File: config.mk
export PLATFORM = sky130hd
export DESIGN_NAME = refresh_sched
export DESIGN_NICKNAME = d
export VERILOG_FILES = /design/src/rtl/refsched_pkg.sv /design/src/rtl/refsched_timer.sv /design/src/rtl/refsched_debt.sv /design/src/rtl/refsched_mode.sv /design/src/rtl/refresh_sched.sv
export SDC_FILE = /design/constraint.sdc
export NUM_CORES = 1
export LEC_CHECK = 0
export BUFFER_PORTS_ARGS = -buffer_cell sky130_fd_sc_hd__buf_2
export CAP_MARGIN = 30
export CORE_MARGIN = 3
export CORE_UTILIZATION = 50
export DETAILED_ROUTE_END_ITERATION = 8
export PLACE_DENSITY = 0.78
export SLEW_MARGIN = 20
export SYNTH_ARGS = -nofsm -noshare
export SYNTH_HDL_FRONTEND = slang
export SYNTH_SLANG_ARGS = --single-unit
File: constraint.sdc
create_clock -name clk -period 7.2 [get_ports clk]
set_clock_uncertainty 0.2 [all_clocks]
set_input_delay 0.36 -clock clk [delete_from_list [all_inputs] [get_ports clk]]
set_output_delay 0.36 -clock clk [all_outputs]
set_load 0.1 [all_outputs]
File: src/rtl/refsched_pkg.sv
package refsched_pkg;

   typedef enum logic {
      MODE_RUN  = 1'b0,
      MODE_SELF = 1'b1
   } mode_e;

   function automatic int debt_width(input int max_debt);
      return (max_debt < 2) ? 1 : $clog2(max_debt + 1);
   endfunction

endpackage

File: src/rtl/refsched_timer.sv
module refsched_timer #(
   parameter int IW       = 16,
   parameter bit ROUND_UP = 1'b0
) (
   input  logic          clk,
   input  logic          rst_n,
   input  logic          freeze,
   input  logic          restart,
   input  logic          hot,
   input  logic [IW-1:0] cfg_interval,
   output logic          tick
);

   localparam logic [IW-1:0] ONE = IW'(1);

   logic [IW-1:0] cnt_q;
   logic [IW-1:0] half_lim;
   logic [IW-1:0] raw_lim;
   logic [IW-1:0] lim;
   logic          at_end;

   if (IW < 2) begin : g_bad_width
      $error("refsched_timer: IW must be at least 2");
   end

   if (ROUND_UP) begin : g_half_up
      assign half_lim = (cfg_interval >> 1) + IW'(cfg_interval[0]);
   end else begin : g_half_down
      assign half_lim = cfg_interval >> 1;
   end

   always_comb begin
      raw_lim = hot ? half_lim : cfg_interval;
      lim     = (raw_lim == '0) ? ONE : raw_lim;
   end

   // a shortened limit after a switch to hot must still wrap at once
   assign at_end = (cnt_q >= (lim - ONE));
   assign tick   = !freeze && at_end;

   always_ff @(posedge clk) begin
      if (!rst_n)       cnt_q <= '0;
      else if (restart) cnt_q <= '0;
      else if (freeze)  cnt_q <= cnt_q;
      else if (at_end)  cnt_q <= '0;
      else              cnt_q <= cnt_q + ONE;
   end

   assert_frozen_R7: assert property (@(posedge clk) disable iff (!rst_n)
      (freeze && !restart) |=> (cnt_q == $past(cnt_q)));

   assert_restart_R8: assert property (@(posedge clk) disable iff (!rst_n)
      restart |=> (cnt_q == '0));

endmodule

File: src/rtl/refsched_debt.sv
module refsched_debt #(
   parameter int MAX_DEBT = 8,
   parameter int DW       = 4
) (
   input  logic          clk,
   input  logic          rst_n,
   input  logic          inc,
   input  logic          dec,
   input  logic          clear,
   input  logic          load_one,
   output logic [DW-1:0] debt,
   output logic          urgent,
   output logic          empty
);

   localparam logic [DW-1:0] CAP = DW'(MAX_DEBT);
   localparam logic [DW-1:0] ONE = DW'(1);

   logic [DW-1:0] debt_q;

   if (MAX_DEBT < 1) begin : g_bad_cap
      $error("refsched_debt: MAX_DEBT must be at least 1");
   end
   if ((1 << DW) <= MAX_DEBT) begin : g_bad_dw
      $error("refsched_debt: DW too narrow for MAX_DEBT");
   end

   always_ff @(posedge clk) begin
      if (!rst_n)        debt_q <= '0;
      else if (clear)    debt_q <= '0;
      else if (load_one) debt_q <= ONE;
      else begin
         unique case ({inc, dec})
            2'b10:   if (debt_q != CAP) debt_q <= debt_q + ONE;
            2'b01:   if (debt_q != '0)  debt_q <= debt_q - ONE;
            default: debt_q <= debt_q;
         endcase
      end
   end

   assign debt   = debt_q;
   assign urgent = (debt_q == CAP);
   assign empty  = (debt_q == '0);

   assert_no_overflow_R6: assert property (@(posedge clk) disable iff (!rst_n)
      debt_q <= CAP);

   assert_unit_step_R5: assert property (@(posedge clk) disable iff (!rst_n)
      1'b1 |=> ((int'(debt_q) - int'($past(debt_q)) <= 1) &&
                (int'($past(debt_q)) - int'(debt_q) <= 1)));

   assert_grant_retires_R5: assert property (@(posedge clk) disable iff (!rst_n)
      (dec && !inc && !clear && !load_one && !empty) |=> (debt_q == $past(debt_q) - ONE));

endmodule

File: src/rtl/refsched_mode.sv
module refsched_mode
   import refsched_pkg::*;
(
   input  logic clk,
   input  logic rst_n,
   input  logic sr_req,
   input  logic debt_empty,
   output logic enter,
   output logic leave,
   output logic active
);

   mode_e mode_q;

   assign active = (mode_q == MODE_SELF);
   assign enter  = !active && sr_req && debt_empty;
   assign leave  = active && !sr_req;

   always_ff @(posedge clk) begin
      if (!rst_n)     mode_q <= MODE_RUN;
      else if (enter) mode_q <= MODE_SELF;
      else if (leave) mode_q <= MODE_RUN;
   end

   assert_entry_gate_R9: assert property (@(posedge clk) disable iff (!rst_n)
      $rose(active) |-> $past(debt_empty));

   assert_exit_cause_R8: assert property (@(posedge clk) disable iff (!rst_n)
      $fell(active) |-> !$past(sr_req));

endmodule

File: src/rtl/refresh_sched.sv
module refresh_sched
   import refsched_pkg::*;
#(
   parameter int IW       = 16,
   parameter int MAX_DEBT = 8,
   parameter bit ROUND_UP = 1'b0,
   localparam int DW      = debt_width(MAX_DEBT)
) (
   input  logic          clk,
   input  logic          rst_n,
   input  logic [IW-1:0] cfg_interval,
   input  logic          hot,
   input  logic          banks_open,
   input  logic          ref_gnt,
   input  logic          sr_req,
   output logic          ref_req,
   output logic          pre_req,
   output logic          urgent,
   output logic [DW-1:0] pending_cnt,
   output logic          sr_active
);

   logic tick;
   logic enter;
   logic leave;
   logic debt_empty;
   logic want;
   logic retire;

   refsched_mode u_mode (
      .clk        (clk),
      .rst_n      (rst_n),
      .sr_req     (sr_req),
      .debt_empty (debt_empty),
      .enter      (enter),
      .leave      (leave),
      .active     (sr_active)
   );

   refsched_timer #(.IW(IW), .ROUND_UP(ROUND_UP)) u_timer (
      .clk          (clk),
      .rst_n        (rst_n),
      .freeze       (sr_active),
      .restart      (leave),
      .hot          (hot),
      .cfg_interval (cfg_interval),
      .tick         (tick)
   );

   refsched_debt #(.MAX_DEBT(MAX_DEBT), .DW(DW)) u_debt (
      .clk      (clk),
      .rst_n    (rst_n),
      .inc      (tick),
      .dec      (retire),
      .clear    (enter),
      .load_one (leave),
      .debt     (pending_cnt),
      .urgent   (urgent),
      .empty    (debt_empty)
   );

   assign want    = !sr_active && !debt_empty;
   assign pre_req = want && banks_open;
   assign ref_req = want && !banks_open;
   assign retire  = ref_req && ref_gnt;

   assert_one_req_R4: assert property (@(posedge clk) disable iff (!rst_n)
      !(ref_req && pre_req));

   assert_sleep_quiet_R7: assert property (@(posedge clk) disable iff (!rst_n)
      sr_active |-> (pending_cnt == '0 && !ref_req && !pre_req));

   assert_exit_owes_R8: assert property (@(posedge clk) disable iff (!rst_n)
      $fell(sr_active) |-> (pending_cnt == DW'(1)));

   assert_idle_quiet_R4: assert property (@(posedge clk) disable iff (!rst_n)
      (pending_cnt == '0) |-> (!ref_req && !pre_req));

endmodule

==> results by group, run 1 <==
Critical path
  • Slowest CP cell: o41ai_4
  • Worst setup endpoint: u_debt.debt[3]$_SDFFE_PP0P_
  • Worst Path Max Fanout: 38
  • Setup CP Type: in -> reg
  • Start of the worst register-to-register path: u_timer.cnt_q[0]$_SDFFE_PP0N_
  • CP Buf/Inv Count: 3
  • R2R Path End: u_debt.debt[2]$_SDFFE_PP0P_
  • Largest stage delay, worst path: 0.55 ns
  • Worst setup EP type: register
  • Worst path most repeated cell: a21oi_1
  • CP arrival: 5.39 ns
  • R2R Setup Slk: 4.13 ns
  • CP delay by family, top: compound AO/OA/AOI/OAI gates
  • Worst Path Required: 7.14 ns
  • Worst Setup Start Kind: input port
  • Critical path depth: 25
  • Worst reg-to-reg path cell count: 16
  • Critical path startpoint: hot

Power
  • VDD IR-drop max: 0.0000869 V
  • Leakage: 0.00104 uW
  • Pwr dens: 114 mW/mm^2

Cells and area
  • Final std cells w/o fill: 362
  • Ant. Diodes: 0
  • Share of layout cells above drive strength 1: 0.144
  • Nets: 357
  • Fin util: 0.582
  • Area grow syn2layout: 9.75%
  • Fill count: 385

Global route
  • First-pass GRT wire length: 8070 um
  • Met3 Use GR: 0.0249
  • Largest net degree at the start of global routing: 39
  • Layer with the highest usage: met2
  • Gr usage total: 0.186
  • Initial antenna violation count: 0
  • Met1 usage: 0.240
  • Vias in the first global route: 1851
  • GR Overflow Total: 0
  • Met2 Track Usage GR: 0.341

Synth
  • Post-synthesis sequential area ratio: 0.193
  • Syn avg cell area: 7.58 um^2
  • Synth Cell Area: 0.00218 mm^2
  • Cells after synthesis: 288
  • Register bit total from synthesis: 21
  • Ys async rst share: 0
  • Main synth FF type: dfxtp_1
  • Yosys top cell area share: 0.193
  • YS warnings: 0
  • Most common cell in the netlist: nor2_1
  • Post-synth cell types: 54
  • Largest area contributor in the netlist: dfxtp_1
  • Synthesized Nets: 332
  • Synth area leaders: dfxtp_1, ha_1, nor2_1, xor2_1, nand2_1
  • Post-synth top cells: nor2_1, nand2_1, a21oi_1
  • Number of flops mapped to enable cells by yosys: 0

STA
  • Hold_ws: 0.167 ns
  • Max Transition Viols Final: 0
  • Slew HR: 0.597
  • Post-layout min period: 5.46 ns
  • RSZ-0062 raised after global routing: false
  • Hold Violations, Final: 0
  • # setup viols final: 0
  • Worst slew pin tran: 0.604 ns
  • Crit share post-route: 0.758
  • Maximum clock rate: 183 MHz
  • Sum of negative setup slack: 0 ns

Routing
  • Detailed Route WL: 4890 um
  • Detail Route Antenna Nets: 0
  • DR WL/cell: 13.5 um
  • # DRC: 0
  • DRT iter0 DRCs: 143
  • TritonRoute pass-1 iters: 4
  • Routed via count: 2093
  • Vias/cell: 5.78

Place
  • GP Congestion: 0.941
  • Post-DP HPWL: 3850 um
  • IO Port Bufs: 29
  • Post-Place Cells: 358

Die
  • Cell row count: 23
  • Initial Util: 0.530
  • CORE AREA: 0.00412 mm^2
  • I/O pins: 30
  • DIE WIDTH: 72.1 um
  • Die area: 0.00519 mm^2
  • Die height: 72.1 um

Flow run
  • Max-cap violation count: 0

Hold path
  • Worst Hold Class: in -> reg
  • Hold path startpoint: rst_n

CTS
  • Cts bufs inserted: 3
  • Total setup buffers inserted after CTS: 0
  • # hold bufs at CTS: 0
  • Clk root buf: clkbuf_8
  • Skew-Pair Late Insertion Delay: 0.26 ns
  • Resized Gates After CTS: 0
  • Clk pin slew, worst setup/hold paths: 0.08 ns
  • CTS sink count: 21
  • H-tree depth: 1
  • CTS tree: built
  • Max Root-Sink Buffers: 2

Run status
  • Outcome: complete, no violations
## routing by layer
layer	part of all wire	wire, um	vias to the layer above
li1	-	-	1079
met1	0.47	2310	975
met2	0.49	2400	37
met3	0.032	157	2
met4	0.0049	24	0
met5	0	0	-
## metrics by stage
step	worst slack (ns)	power [uW]	area, um^2
final	1.74	273	2390
after global routing	1.22	289	2390
after CTS	1.75	276	2390
after detailed placement	1.50	198	2350
after global placement	1.66	195	2350
after floorplan	1.96	176	2180
## report_power, final
| group | total [uW] | leakage (uW) | internal, uW | switching (uW) |
|---|---|---|---|---|
| Sequential | 122 | 0.000170 | 118 | 4.16 |
| Clock | 78.3 | 0.0000228 | 39.4 | 38.9 |
| Combinational | 72.7 | 0.000847 | 27.2 | 45.4 |
## worst register-to-register path, stage by stage (launching register included)
cell and delay [ns]:
dfxtp_1 0.42, inv_1 0.09, ha_1 0.28, nand2b_1 0.13, a21oi_1 0.15, o21ai_0 0.09
a21oi_1 0.21, a21oi_1 0.13, inv_1 0.10, ha_1 0.26, xor2_1 0.10, ha_1 0.19
a21oi_1 0.14, xnor2_1 0.14, nand2_1 0.09, xor2_1 0.16, nor2_1 0.05
## worst min-delay path by stage
| stage | end | slack [ns] | cells past startpoint |
|---|---|---|---|
| after floorplan | u_debt.debt[0]$_SDFFE_PP0P_ | 0.28 | 2 |
| after CTS | u_debt.debt[0]$_SDFFE_PP0P_ | 0.16 | 3 |
| after detailed placement | u_timer.cnt_q[15]$_SDFFE_PP0N_ | 0.32 | 2 |
| after global placement | u_timer.cnt_q[15]$_SDFFE_PP0N_ | 0.31 | 2 |
| after global routing | u_debt.debt[0]$_SDFFE_PP0P_ | 0.18 | 3 |
| final | u_debt.debt[0]$_SDFFE_PP0P_ | 0.17 | 3 |
## layout by cell type, fill, tap and decap left out, types with 2 or more instances in the layout
cell / count
ha_1: 22
dfxtp_1: 21
buf_2: 29
nor4_1: 2
nor4b_1: 2
mux2i_1: 8
and4_1: 3
inv_1: 13
or4_1: 3
nor4_2: 3
nand2_1: 32
nor3_1: 8
and2_1: 4
nand4_1: 6
nand2b_1: 5
o22ai_1: 2
nor2_1: 41
xor2_1: 17
and3_1: 2
or3_1: 3
nand3_1: 7
a21o_1: 3
a21boi_0: 2
a21oi_1: 23
clkbuf_8: 3
nor2b_1: 4
a31oi_1: 3
o21ai_0: 7
xnor2_1: 9
## cells by family (layout without fill, tap and decap cells)
group | after synthesis | in the layout | share of synthesized area
simple gates | 130 | 130 | 0.307
compound gates | 56 | 56 | 0.177
xor+xnor | 26 | 26 | 0.104
buf+inv | 23 | 47 | 0.0442
fa+ha+maj | 22 | 22 | 0.126
flops | 21 | 21 | 0.193
mux | 10 | 10 | 0.0487
## registers in the layout, indices dropped and copies added (netlist names)
name / flops
u_timer.cnt_q: 16
u_debt.debt: 4
u_mode.active: 1
## final cells by class
type                    instances  area, um^2  area share
inverters                      13        48.8      0.0204
flip-flops and latches         21         420       0.176
clock buffers                   4        45.0      0.0188
multi-input cells             244        1670       0.695
repair buffers                 30         153      0.0637
well taps                      50        62.6      0.0261
No activity file was read; power rests on OpenSTA's default activity.
==> inputs of run 2 (changes only) <==
--- a/config.mk
+++ b/config.mk
@@ -5,12 +5,13 @@
 export SDC_FILE = /design/constraint.sdc
 export NUM_CORES = 1
 export LEC_CHECK = 0
+export ABC_AREA = 1
 export BUFFER_PORTS_ARGS = -buffer_cell sky130_fd_sc_hd__buf_2
 export CAP_MARGIN = 30
 export CORE_MARGIN = 3
 export CORE_UTILIZATION = 50
 export DETAILED_ROUTE_END_ITERATION = 8
-export PLACE_DENSITY = 0.78
+export PLACE_DENSITY = 0.81
 export SLEW_MARGIN = 20
 export SYNTH_ARGS = -nofsm -noshare
 export SYNTH_HDL_FRONTEND = slang
==> constraint.sdc (replaced) <==
create_clock -name clk -period 4.83 [get_ports clk]
set_clock_uncertainty 0.2 [all_clocks]
set_input_delay 0.2415 -clock clk [delete_from_list [all_inputs] [get_ports clk]]
set_output_delay 0.2415 -clock clk [all_outputs]
set_load 0.1 [all_outputs]
==> results by group, run 2 <==
CTS
  • Max Root-Sink Buffers: 2 (unchanged)
  • Skew-Pair Late Insertion Delay: 0.26 ns (about the same)
  • Cts bufs inserted: 3 (unchanged)
  • Resized Gates After CTS: 0 (unchanged)
  • Clk root buf: clkbuf_8
  • CTS tree: built
  • Total setup buffers inserted after CTS: 0 (unchanged)
  • CTS sink count: 21 (unchanged)
  • H-tree depth: 1 (unchanged)
  • # hold bufs at CTS: 0 (unchanged)
  • Clk pin slew, worst setup/hold paths: 0.08 ns (about the same)

Synth
  • Post-synthesis sequential area ratio: 0.191 (-0.00197)
  • Post-synth cell types: 31 (-43%)
  • Synth area leaders: dfxtp_1, nand2_1, ha_1, nor2_1, inv_1
  • YS warnings: 0 (unchanged)
  • Ys async rst share: 0 (unchanged)
  • Post-synth top cells: nand2_1, nor2_1, inv_1
  • Cells after synthesis: 353 (+23%)
  • Synth Cell Area: 0.00220 mm^2 (+1.0%)
  • Most common cell in the netlist: nand2_1
  • Register bit total from synthesis: 21 (unchanged)
  • Yosys top cell area share: 0.191 (-0.00197)
  • Synthesized Nets: 397 (+20%)
  • Number of flops mapped to enable cells by yosys: 0 (unchanged)
  • Largest area contributor in the netlist: dfxtp_1
  • Main synth FF type: dfxtp_1
  • Syn avg cell area: 6.25 um^2 (-18%)

Cells and area
  • Top reg by flops: u_timer.cnt_q
  • Leading cell type in the layout, fill and taps excluded: nand2_1
  • Share of layout cells above drive strength 1: 0.152 (+0.00800)
  • Max FFs per register: 16 (unchanged)
  • Most frequent cells in the layout: nand2_1, nor2_1, inv_1
  • Fill count: 419 (+8.8%)
  • Ant. Diodes: 0 (unchanged)
  • Nets: 426 (+19%)
  • Area grow syn2layout: 9.65% (about the same)

STA
  • Maximum clock rate: 233 MHz
  • # setup viols final: 0 (unchanged)
  • Slew HR: 0.674 (+0.0769)
  • Worst setup margin: 0.543 ns (-1.20 ns)
  • RSZ-0062 raised after global routing: false
  • Crit share post-route: 0.888
  • Max Transition Viols Final: 0 (unchanged)
  • Worst slew pin tran: 0.486 ns (-0.119 ns)
  • Post-layout min period: 4.29 ns
  • Sum of negative setup slack: 0 ns (unchanged)
  • Hold Violations, Final: 0 (unchanged)

Die
  • Die height: 72.4 um (+0.47%)
  • Die area: 0.00524 mm^2 (+0.95%)
  • Cell row count: 23 (unchanged)
  • Initial Util: 0.536 (+0.00547)
  • DIE WIDTH: 72.4 um (+0.47%)
  • I/O pins: 30 (unchanged)
  • CORE AREA: 0.00412 mm^2 (unchanged)

Place
  • Post-DP HPWL: 3980 um (+3.4%)
  • GP Congestion: 1.05 (+12%)
  • IO Port Bufs: 29 (unchanged)
  • Place WS: 0.273 ns (-1.22 ns)

Routing
  • Detailed Route WL: 4790 um (-2.0%)
  • Detail Route Antenna Nets: 0 (unchanged)
  • Routed via count: 2200 (+5.1%)
  • TritonRoute pass-1 iters: 4 (unchanged)
  • DR WL/cell: 11.1 um (-18%)
  • # DRC: 0 (unchanged)
  • Vias/cell: 5.10 (-12%)
  • DRT iter0 DRCs: 121 (-15%)

Critical path
  • R2R Setup Slk: 2.05 ns (-2.08 ns)
  • CP arrival: 4.24 ns (-1.15 ns)
  • Slowest CP cell: ha_1
  • Worst Path Max Fanout: 19 (-50%)
  • Setup CP Type: in -> reg
  • Worst Setup Start Kind: input port
  • Largest stage delay, worst path: 0.30 ns (-0.25 ns)
  • Worst path most repeated cell: ha_1
  • Worst Path Required: 4.78 ns (-2.36 ns)
  • Worst setup EP type: register

Power
  • Leakage: 0.00127 uW (+23%)
  • VDD IR-drop max: 0.000116 V (+34%)
  • Pwr dens: 178 mW/mm^2 (+56%)
  • Clk pwr share: 0.270 (-0.017)
  • Sw Pwr: 150 uW (+69%)
  • Comb power frac: 0.304 (+0.038)
  • Internal: 280 uW (+52%)
  • Sw frac: 0.349 (+0.0247)
  • Seq pwr share: 0.426 (-0.021)

Global route
  • Vias in the first global route: 2011 (+8.6%)
  • GR Overflow Total: 0 (unchanged)
  • First-pass GRT wire length: 8430 um (+4.5%)
  • Initial antenna violation count: 0 (unchanged)
  • Largest net degree at the start of global routing: 20 (-49%)
  • Gr usage total: 0.193 (+0.00713)

Hold path
  • Worst Hold Class: in -> reg

Run status
  • Outcome: complete, no violations

Flow run
  • Max-cap violation count: 0 (unchanged)
-- run 2: worst max-delay path, delay by kind of cell --
family / cells / cell delay [ns]
AOI/OAI and AO/OA: 4 / 0.63
xor gates and xnor gates: 3 / 0.38
adders and majority gates: 4 / 0.90
buffers and inverters: 3 / 0.47
and+or+nand+nor: 15 / 1.59
-- run 2: metal layers --
metal,share of wire,vias to the layer above,global-route usage
met4,0.013,0,0.0471
met5,0,-,0
met3,0.059,6,0.0263
li1,-,1170,-
met2,0.46,61,0.329
met1,0.47,963,0.258
-- run 2: layout make-up --
class                      instances  area (um^2)  share of cell area
clock buffer                       4         45.0              0.0186
inverter                          52          198              0.0818
multi-input combinational        275         1550               0.640
sequential                        21          420               0.174
tap                               50         62.6              0.0259
timing repair buffer              29          145              0.0600
-- run 2: final timing paths --
path | end | cells after the start | from
min | u_mode.active$_SDFFE_PN0P_ | 3 | sr_req
min reg2reg | u_debt.debt[2]$_SDFFE_PP0P_ | 2 | u_debt.debt[2]$_SDFFE_PP0P_
max reg2reg | u_debt.debt[3]$_SDFFE_PP0P_ | 15 | u_timer.cnt_q[9]$_SDFFE_PP0N_
max | u_debt.debt[2]$_SDFFE_PP0P_ | 29 | hot
-- run 2: logic make-up (layout without fill, tap and decap cells) --
| logic type | count (synthesis) | after routing | share of synthesized area |
|---|---|---|---|
| AOI/OAI and AO/OA | 30 | 30 | 0.0721 |
| muxes | 1 | 1 | 0.00454 |
| buffers and inverters | 57 | 85 | 0.108 |
| adders and majority gates | 22 | 22 | 0.125 |
| xor gates and xnor gates | 20 | 20 | 0.0795 |
| DFF | 21 | 21 | 0.191 |
| and+or+nand+nor | 202 | 202 | 0.421 |
-- run 2: power groups by stage --
stage | combinational (uW) | clock, uW | sequential (uW)
after floorplan | 96.9 | 0 | 192
final | 131 | 116 | 183
after CTS | 132 | 118 | 183
after global routing | 150 | 127 | 184
after global placement | 129 | 0 | 187
after detailed placement | 131 | 0 | 187
-- run 2: through the flow --
| step | area [um^2] | utilization | hold WS (ns) | power (uW) | cells |
|---|---|---|---|---|---|
| 4_1_cts | 2420 | 0.587 | 0.0460 | 433 | 431 |
| 3_3_place_gp | 2370 | 0.576 | 0.316 | 316 | 427 |
| 5_1_grt | 2420 | 0.587 | 0.0734 | 461 | 431 |
| 6_report | 2420 | 0.587 | 0.0478 | 430 | 431 |
| 3_5_place_dp | 2370 | 0.576 | 0.318 | 318 | 427 |
| 2_1_floorplan | 2200 | - | 0.182 | 289 | 353 |
